## config.mk

```make
export PLATFORM = sky130hd
export DESIGN_NAME = rotclr_unit
export DESIGN_NICKNAME = d
export VERILOG_FILES = /design/src/rtl/rotclr_pkg.sv /design/src/rtl/rotclr_decode.sv /design/src/rtl/rotclr_rotator.sv /design/src/rtl/rotclr_maskgen.sv /design/src/rtl/rotclr_crgen.sv /design/src/rtl/rotclr_unit.sv
export SDC_FILE = /design/constraint.sdc
export NUM_CORES = 1
export LEC_CHECK = 0
export ABC_AREA = 1
export BUFFER_PORTS_ARGS = -buffer_cell sky130_fd_sc_hd__buf_2
export CAP_MARGIN = 10
export CORE_ASPECT_RATIO = 1.2
export CORE_MARGIN = 3
export CORE_UTILIZATION = 47
export DETAILED_ROUTE_END_ITERATION = 8
export PLACE_DENSITY = 0.71
export SLEW_MARGIN = 20
export SYNTH_ARGS = -nofsm -noshare
export SYNTH_HDL_FRONTEND = slang
export SYNTH_SLANG_ARGS = --single-unit
```

## constraint.sdc

```tcl
create_clock -name clk -period 1.72 [get_ports clk]
set_input_delay 0.172 -clock clk [delete_from_list [all_inputs] [get_ports clk]]
set_output_delay 0.172 -clock clk [all_outputs]
set_load 0.02 [all_outputs]
```

## src/rtl/rotclr_pkg.sv

```systemverilog
package rotclr_pkg;
    localparam int INSN_W     = 32;
    localparam int REG_IDX_W  = 5;
    localparam int IMM_W      = 6;
    localparam int CRF_W      = 4;
    localparam logic [5:0] OPC_PRIMARY = 6'd30;
    localparam logic [2:0] OPC_EXT     = 3'b010;

    typedef struct packed {
        logic                 hit;
        logic                 rec;
        logic [REG_IDX_W-1:0] rs;
        logic [REG_IDX_W-1:0] ra;
        logic [IMM_W-1:0]     sh;
        logic [IMM_W-1:0]     mb;
    } insn_fields_t;
endpackage

```

## src/rtl/rotclr_decode.sv

```systemverilog
module rotclr_decode
    import rotclr_pkg::*;
(
    input  logic [INSN_W-1:0] insn,
    output insn_fields_t      fld
);
    always_comb begin
        fld.hit = (insn[31:26] == OPC_PRIMARY) && (insn[4:2] == OPC_EXT);
        fld.rec = insn[0];
        fld.rs  = insn[25:21];
        fld.ra  = insn[20:16];
        // split immediates: the high bit sits apart from the low five
        fld.sh  = {insn[1], insn[15:11]};
        fld.mb  = {insn[5], insn[10:6]};
    end
endmodule

```

## src/rtl/rotclr_rotator.sv

```systemverilog
module rotclr_rotator #(
    parameter int W  = 64,
    parameter int SW = $clog2(W)
) (
    input  logic [W-1:0]  din,
    input  logic [SW-1:0] amt,
    output logic [W-1:0]  dout
);
    logic [W-1:0] stage [0:SW];

    assign stage[0] = din;

    for (genvar s = 0; s < SW; s++) begin : g_stage
        localparam int D = 2 ** s;
        assign stage[s+1] = amt[s] ? {stage[s][W-1-D:0], stage[s][W-1:W-D]}
                                   : stage[s];
    end

    assign dout = stage[SW];
endmodule

```

## src/rtl/rotclr_maskgen.sv

```systemverilog
module rotclr_maskgen #(
    parameter int W  = 64,
    parameter int SW = $clog2(W)
) (
    input  logic [SW-1:0] start,
    input  logic [SW-1:0] amt,
    output logic [W-1:0]  mask
);
    // bit i survives when amt <= i and start <= W-1-i
    for (genvar i = 0; i < W; i++) begin : g_bit
        localparam logic [SW:0] LO = (SW+1)'(i);
        localparam logic [SW:0] HI = (SW+1)'(W - 1 - i);
        assign mask[i] = ({1'b0, amt} <= LO) && ({1'b0, start} <= HI);
    end
endmodule

```

## src/rtl/rotclr_crgen.sv

```systemverilog
module rotclr_crgen #(
    parameter int W = 64
) (
    input  logic [W-1:0] res,
    input  logic         so,
    output logic [3:0]   crf
);
    logic neg, zero;

    always_comb begin
        neg  = res[W-1];
        zero = (res == '0);
        crf  = {neg, !neg && !zero, zero, so};
    end
endmodule

```

## src/rtl/rotclr_unit.sv

```systemverilog
module rotclr_unit
    import rotclr_pkg::*;
#(
    parameter int DATA_W = 64
) (
    input  logic                 clk,
    input  logic                 rst_n,
    input  logic                 in_valid,
    input  logic [INSN_W-1:0]    instr,
    input  logic [DATA_W-1:0]    src_val,
    input  logic                 xer_so,
    output logic [REG_IDX_W-1:0] src_idx,
    output logic                 out_valid,
    output logic                 rd_we,
    output logic [REG_IDX_W-1:0] rd_idx,
    output logic [DATA_W-1:0]    rd_data,
    output logic                 cr_we,
    output logic [CRF_W-1:0]     cr_field
);
    localparam int SH_W = $clog2(DATA_W);

    typedef struct packed {
        logic                 valid;
        logic                 we;
        logic [REG_IDX_W-1:0] idx;
        logic [DATA_W-1:0]    data;
        logic                 cr_we;
        logic [CRF_W-1:0]     cr;
    } out_t;

    insn_fields_t       fld;
    logic [DATA_W-1:0]  rot_val;
    logic [DATA_W-1:0]  win_mask;
    logic [DATA_W-1:0]  masked;
    logic [CRF_W-1:0]   cr_calc;
    out_t               out_d, out_q;

    rotclr_decode u_dec (
        .insn (instr),
        .fld  (fld)
    );

    rotclr_rotator #(.W(DATA_W), .SW(SH_W)) u_rot (
        .din  (src_val),
        .amt  (fld.sh[SH_W-1:0]),
        .dout (rot_val)
    );

    rotclr_maskgen #(.W(DATA_W), .SW(SH_W)) u_mask (
        .start (fld.mb[SH_W-1:0]),
        .amt   (fld.sh[SH_W-1:0]),
        .mask  (win_mask)
    );

    assign masked = rot_val & win_mask;

    rotclr_crgen #(.W(DATA_W)) u_cr (
        .res (masked),
        .so  (xer_so),
        .crf (cr_calc)
    );

    always_comb begin
        out_d = '0;
        if (in_valid && fld.hit) begin
            out_d.valid = 1'b1;
            out_d.we    = 1'b1;
            out_d.idx   = fld.ra;
            out_d.data  = masked;
            out_d.cr_we = fld.rec;
            out_d.cr    = fld.rec ? cr_calc : '0;
        end
    end

    always_ff @(posedge clk) begin
        if (!rst_n) out_q <= '0;
        else        out_q <= out_d;
    end

    assign src_idx   = fld.rs;
    assign out_valid = out_q.valid;
    assign rd_we     = out_q.we;
    assign rd_idx    = out_q.idx;
    assign rd_data   = out_q.data;
    assign cr_we     = out_q.cr_we;
    assign cr_field  = out_q.cr;
endmodule

```

==> results of run 1 <==
==> layer usage <==
metal,global-route usage,overflow
met5,0.0863,0
met2,0.866,4
met3,0.508,0
met4,0.665,5
met1,0.684,0
==> logic make-up after synthesis <==
kind of cell	share of synthesized area
flip-flops	0.199
buffers and inverters	0.0993
AO/OA/AOI/OAI	0.0679
AND/OR/NAND/NOR	0.634
==> synthesized netlist by cell type <==
cell / count
a311oi_1: 4
dfxtp_1: 75
o21ai_2: 1
a21boi_1: 2
buf_6: 7
buf_2: 45
clkbuf_1: 26
nand2_2: 4
nor4_1: 7
nor2_2: 1
o2111ai_1: 1
a2111oi_0: 2
nand3b_1: 5
nor3_1: 9
o211ai_1: 3
a211oi_1: 18
a21oi_1: 22
nand3_1: 612
o21bai_2: 2
clkinv_1: 3
inv_2: 6
a221oi_1: 2
nand4_1: 1
buf_4: 7
buf_1: 16
nor3_2: 1
nor2_1: 139
o21ai_0: 24
nand2_1: 276
inv_1: 54
==> what timing repair did <==
action                                  CTS
setup buffers                            37
pin swaps                                94
gates cloned                             11
endpoints found under the setup margin    4
gates resized for setup                 463
endpoints found under the hold margin     0
==> metrics by stage <==
stage / utilization / hold WS (ns)
4_1_cts: 0.867 / 0.0356
3_5_place_dp: 0.668 / 0.344
3_3_place_gp: 0.668 / 0.344
2_1_floorplan: - / 0.272
==> flow_metrics.tcl, run 1 <==
set metrics [dict create \
    syn_inst 1375 \
    grt_max_degree 42 \
    rows 50 \
    die_x_um 122 \
    htreeDepth 3 \
    clock_path_buffers 2 \
    clock_sinks 75 \
    root_buffer "clkbuf_16" \
    start_util 0.481 \
    ys_warn_count 0 \
    grt_usage 0.682 \
    top_level_ports 181 \
    fp.dieH_um 145 \
    lastStage "5_1_grt" \
    ys_seq_area_frac 0.199 \
    grt_remaining_overflow 9 \
    synth-seq-cells 75 \
    io_buffers 170 \
    grt_pass1_vias 15600 \
    syn_nets 1475 \
    place_congestion 1.24 \
    outcome "did not finish" \
    error "[ERROR GRT-0116] Global routing finished with congestion. Check the congestion regions in the DRC Viewer." \
    ys_top_cells_by_area "nand3_1 41%, dfxtp_1 20%, nand2_1 14%" \
    synth_area_leader_cell "nand3_1" \
    pre_cts_ws_ns -0.688 \
    synthesis.area_per_instance_um2 5.50 \
    cts_hold_buf 0 \
    syn-cell-area_um2 7560 \
    placed_cell_area_um2 10500 \
    synth_top_area_frac 0.405 \
    synth_cell_types 30 \
    place_inst 1927 \
    grt_pass1_wl_um 93400 \
    place_hpwl_um 34300 \
    numCtsBuffers 9 \
]
==> run 2: changes to the inputs <==
--- a/config.mk
+++ b/config.mk
@@ -8,11 +8,10 @@
 export ABC_AREA = 1
 export BUFFER_PORTS_ARGS = -buffer_cell sky130_fd_sc_hd__buf_2
 export CAP_MARGIN = 10
-export CORE_ASPECT_RATIO = 1.2
 export CORE_MARGIN = 3
-export CORE_UTILIZATION = 47
+export CORE_UTILIZATION = 32
 export DETAILED_ROUTE_END_ITERATION = 8
-export PLACE_DENSITY = 0.71
+export PLACE_DENSITY_LB_ADDON = 0.15
 export SLEW_MARGIN = 20
 export SYNTH_ARGS = -nofsm -noshare
 export SYNTH_HDL_FRONTEND = slang
==> constraint.sdc (replaced) <==
create_clock -name clk -period 2.2 [get_ports clk]
set_input_delay 0.22 -clock clk [delete_from_list [all_inputs] [get_ports clk]]
set_output_delay 0.22 -clock clk [all_outputs]
set_load 0.02 [all_outputs]
==> run 2 against run 1 <==
Compared with the run above:
- the run now ends clean
- synthesized cell count is the same
- synthesized area is the same
==> flow_metrics.tcl, run 2 <==
set metrics [dict create \
    clock_sinks 75 \
    setup_ws_ns 0.0528 \
    clock_path_buffers 2 \
    async_flop_share 0 \
    ys_top_cells_by_area "nand3_1 41%, dfxtp_1 20%, nand2_1 14%" \
    p_total_mw 5.21 \
    synth.most_common_cell "nand3_1" \
    synth_area_leader_cell "nand3_1" \
    grt_max_degree 43 \
    drive_gt1_frac 0.314 \
    synth_common_cells "612 x nand3_1, 276 x nand2_1, 139 x nor2_1" \
    cts_tree "yes" \
    grt_usage 0.318 \
    root_buffer "clkbuf_16" \
    max_stage_delay_ns 0.20 \
    post-route-min-period_ns 2.15 \
    core_um2 22900 \
    syn_nets 1475 \
    pre_cts_ws_ns -0.474 \
    grt_remaining_overflow 0 \
    final_common_cell "nand3_1" \
    relSlewSlack 0.616 \
    crit_arrival_ns 2.39 \
    synthesis.area_per_instance_um2 5.50 \
    top_level_ports 181 \
    first_pass_iters 7 \
    synth-seq-cells 75 \
    path_max_fanout 26 \
    ys_seq_area_frac 0.199 \
    syn_inst 1375 \
    ir_drop_v 0.000297 \
    grt_antenna_before_repair 0 \
    fillers 2586 \
    max_freq_ghz 0.466 \
    synth_top_area_frac 0.405 \
    finalHoldViolCount 0 \
    worstSetupPathType "input pin to register" \
    numCtsBuffers 9 \
    drtIter0Drc 1353 \
    viasPerCell 5.62 \
    ys_warn_count 0 \
    grt_pass1_vias 10500 \
    hp-class "input pin to register" \
    fin_crit_sh 0.976 \
    finalSetupViolations 0 \
    die_x_um 160 \
    power_leakage_nw 5.49 \
    end_kind "register" \
    wl_um 42000 \
    syn-cell-area_um2 7560 \
    worst_pin_slew_ns 0.562 \
    io_buffers 170 \
    areaGrowthSynthToFinish_pct 45.6 \
    start_util 0.330 \
    rows 55 \
    cp_cell_sequence "buf_2, buf_12, buf_4, nand2_1, nand3_1, nand3_1, nand3_1, nand3_1, nand3_1, nand3_2, nand2_1, nor2_1, nand2_1, nor2_1, nand2_1, nor2_1, nor2_1" \
    place_congestion 1.06 \
    clkTransAtPathRegs_ns 0.06 \
    final_max_slew_viol_count 0 \
    largest_reg_flops 64 \
    dieArea_um2 25500 \
    ant_nets 0 \
    wire_per_inst_um 20.9 \
    cp_slowest_cell "nand3_1" \
    powerDensity_nw_per_um2 474 \
    synth_ff_type "dfxtp_1" \
    synth_cell_types 30 \
    fp.dieH_um 160 \
    cp.required_ns 2.44 \
    place_hpwl_um 35300 \
    startpoint_type "input pin" \
    htreeDepth 3 \
    dr_total_vias 11300 \
    layout_common_cells "535 x nand3_1, 262 x nand2_1, 226 x buf_4" \
    synth-edff-count 0 \
    antenna_cells 0 \
    drc 0 \
    layout.nets 1795 \
    outcome "finished clean" \
    grt_pass1_wl_um 62900 \
    max_cap_viol_count 0 \
    crit_top_cell "nand3_1" \
    tns_ns 0 \
]
==> run 2: cell counts after synthesis <==
No cell type changed its count.
==> run 2: path summary, 6_finish.rpt <==
check / start / to / slack (ns) / cells past startpoint
setup / recovery: instr[11] / cr_field[2] / 0.05 / 17
hold / removal: instr[4] / out_valid / 0.06 / 2
==> run 2: cell type report <==
type | count | area (µm²) | area share
multi-input cells | 1136 | 5740 | 0.521
repair buffers | 410 | 2820 | 0.256
flip-flops and latches | 75 | 1500 | 0.136
well taps | 313 | 392 | 0.0356
inverters | 63 | 238 | 0.0216
clock buffers | 11 | 233 | 0.0211
clock inverters | 5 | 85.1 | 0.00773
==> run 2: per-stage QoR <==
stage | utilization | instances | hold WS, ns | area [µm²]
2_1_floorplan | - | 1375 | 0.320 | 7560
3_3_place_gp | 0.445 | 1991 | 0.412 | 10200
3_5_place_dp | 0.445 | 1991 | 0.415 | 10200
4_1_cts | 0.461 | 2007 | 0.0536 | 10600
5_1_grt | 0.480 | 2013 | 0.0597 | 11000
6_report | 0.480 | 2013 | 0.0586 | 11000
==> run 2: logic make-up (layout without fill, tap and decap cells) <==
| group | count (synthesis) | in the layout | synth area share |
|---|---|---|---|
| AOI/OAI and AO/OA | 81 | 81 | 0.0679 |
| DFF | 75 | 75 | 0.199 |
| and+or+nand+nor | 1055 | 1055 | 0.634 |
| buffers and inverters | 164 | 489 | 0.0993 |
==> run 2: timing repair <==
item                       in CTS  in global routing
setup buffers                   0                  6
setup endpoints to repair       2                  2
hold buffers                    0                  0
pin swaps                       0                  8
gates resized for setup         7                 90
==> run 2: metal layers <==
metal / up-vias / GRT usage / part of all wire
met5: - / 0 / 0
met4: 0 / 0.0951 / 0.039
met3: 93 / 0.0514 / 0.091
li1: 5403 / - / -
met2: 589 / 0.501 / 0.43
met1: 5234 / 0.448 / 0.44
==> run 2: worst max-delay path: cells and delay by family <==
| family | cells | cell delay [ns] |
|---|---|---|
| AND/OR/NAND/NOR | 14 | 1.70 |
| buffers and inverters | 3 | 0.47 |
==> run 2: where the power goes <==
group	switching, mW	internal, mW
Clock	0.601	1.00
Sequential	0.0000360	1.36
Combinational	1.43	0.817
Total	2.04	3.18
Note: power is estimated with default switching activity, not from simulation.
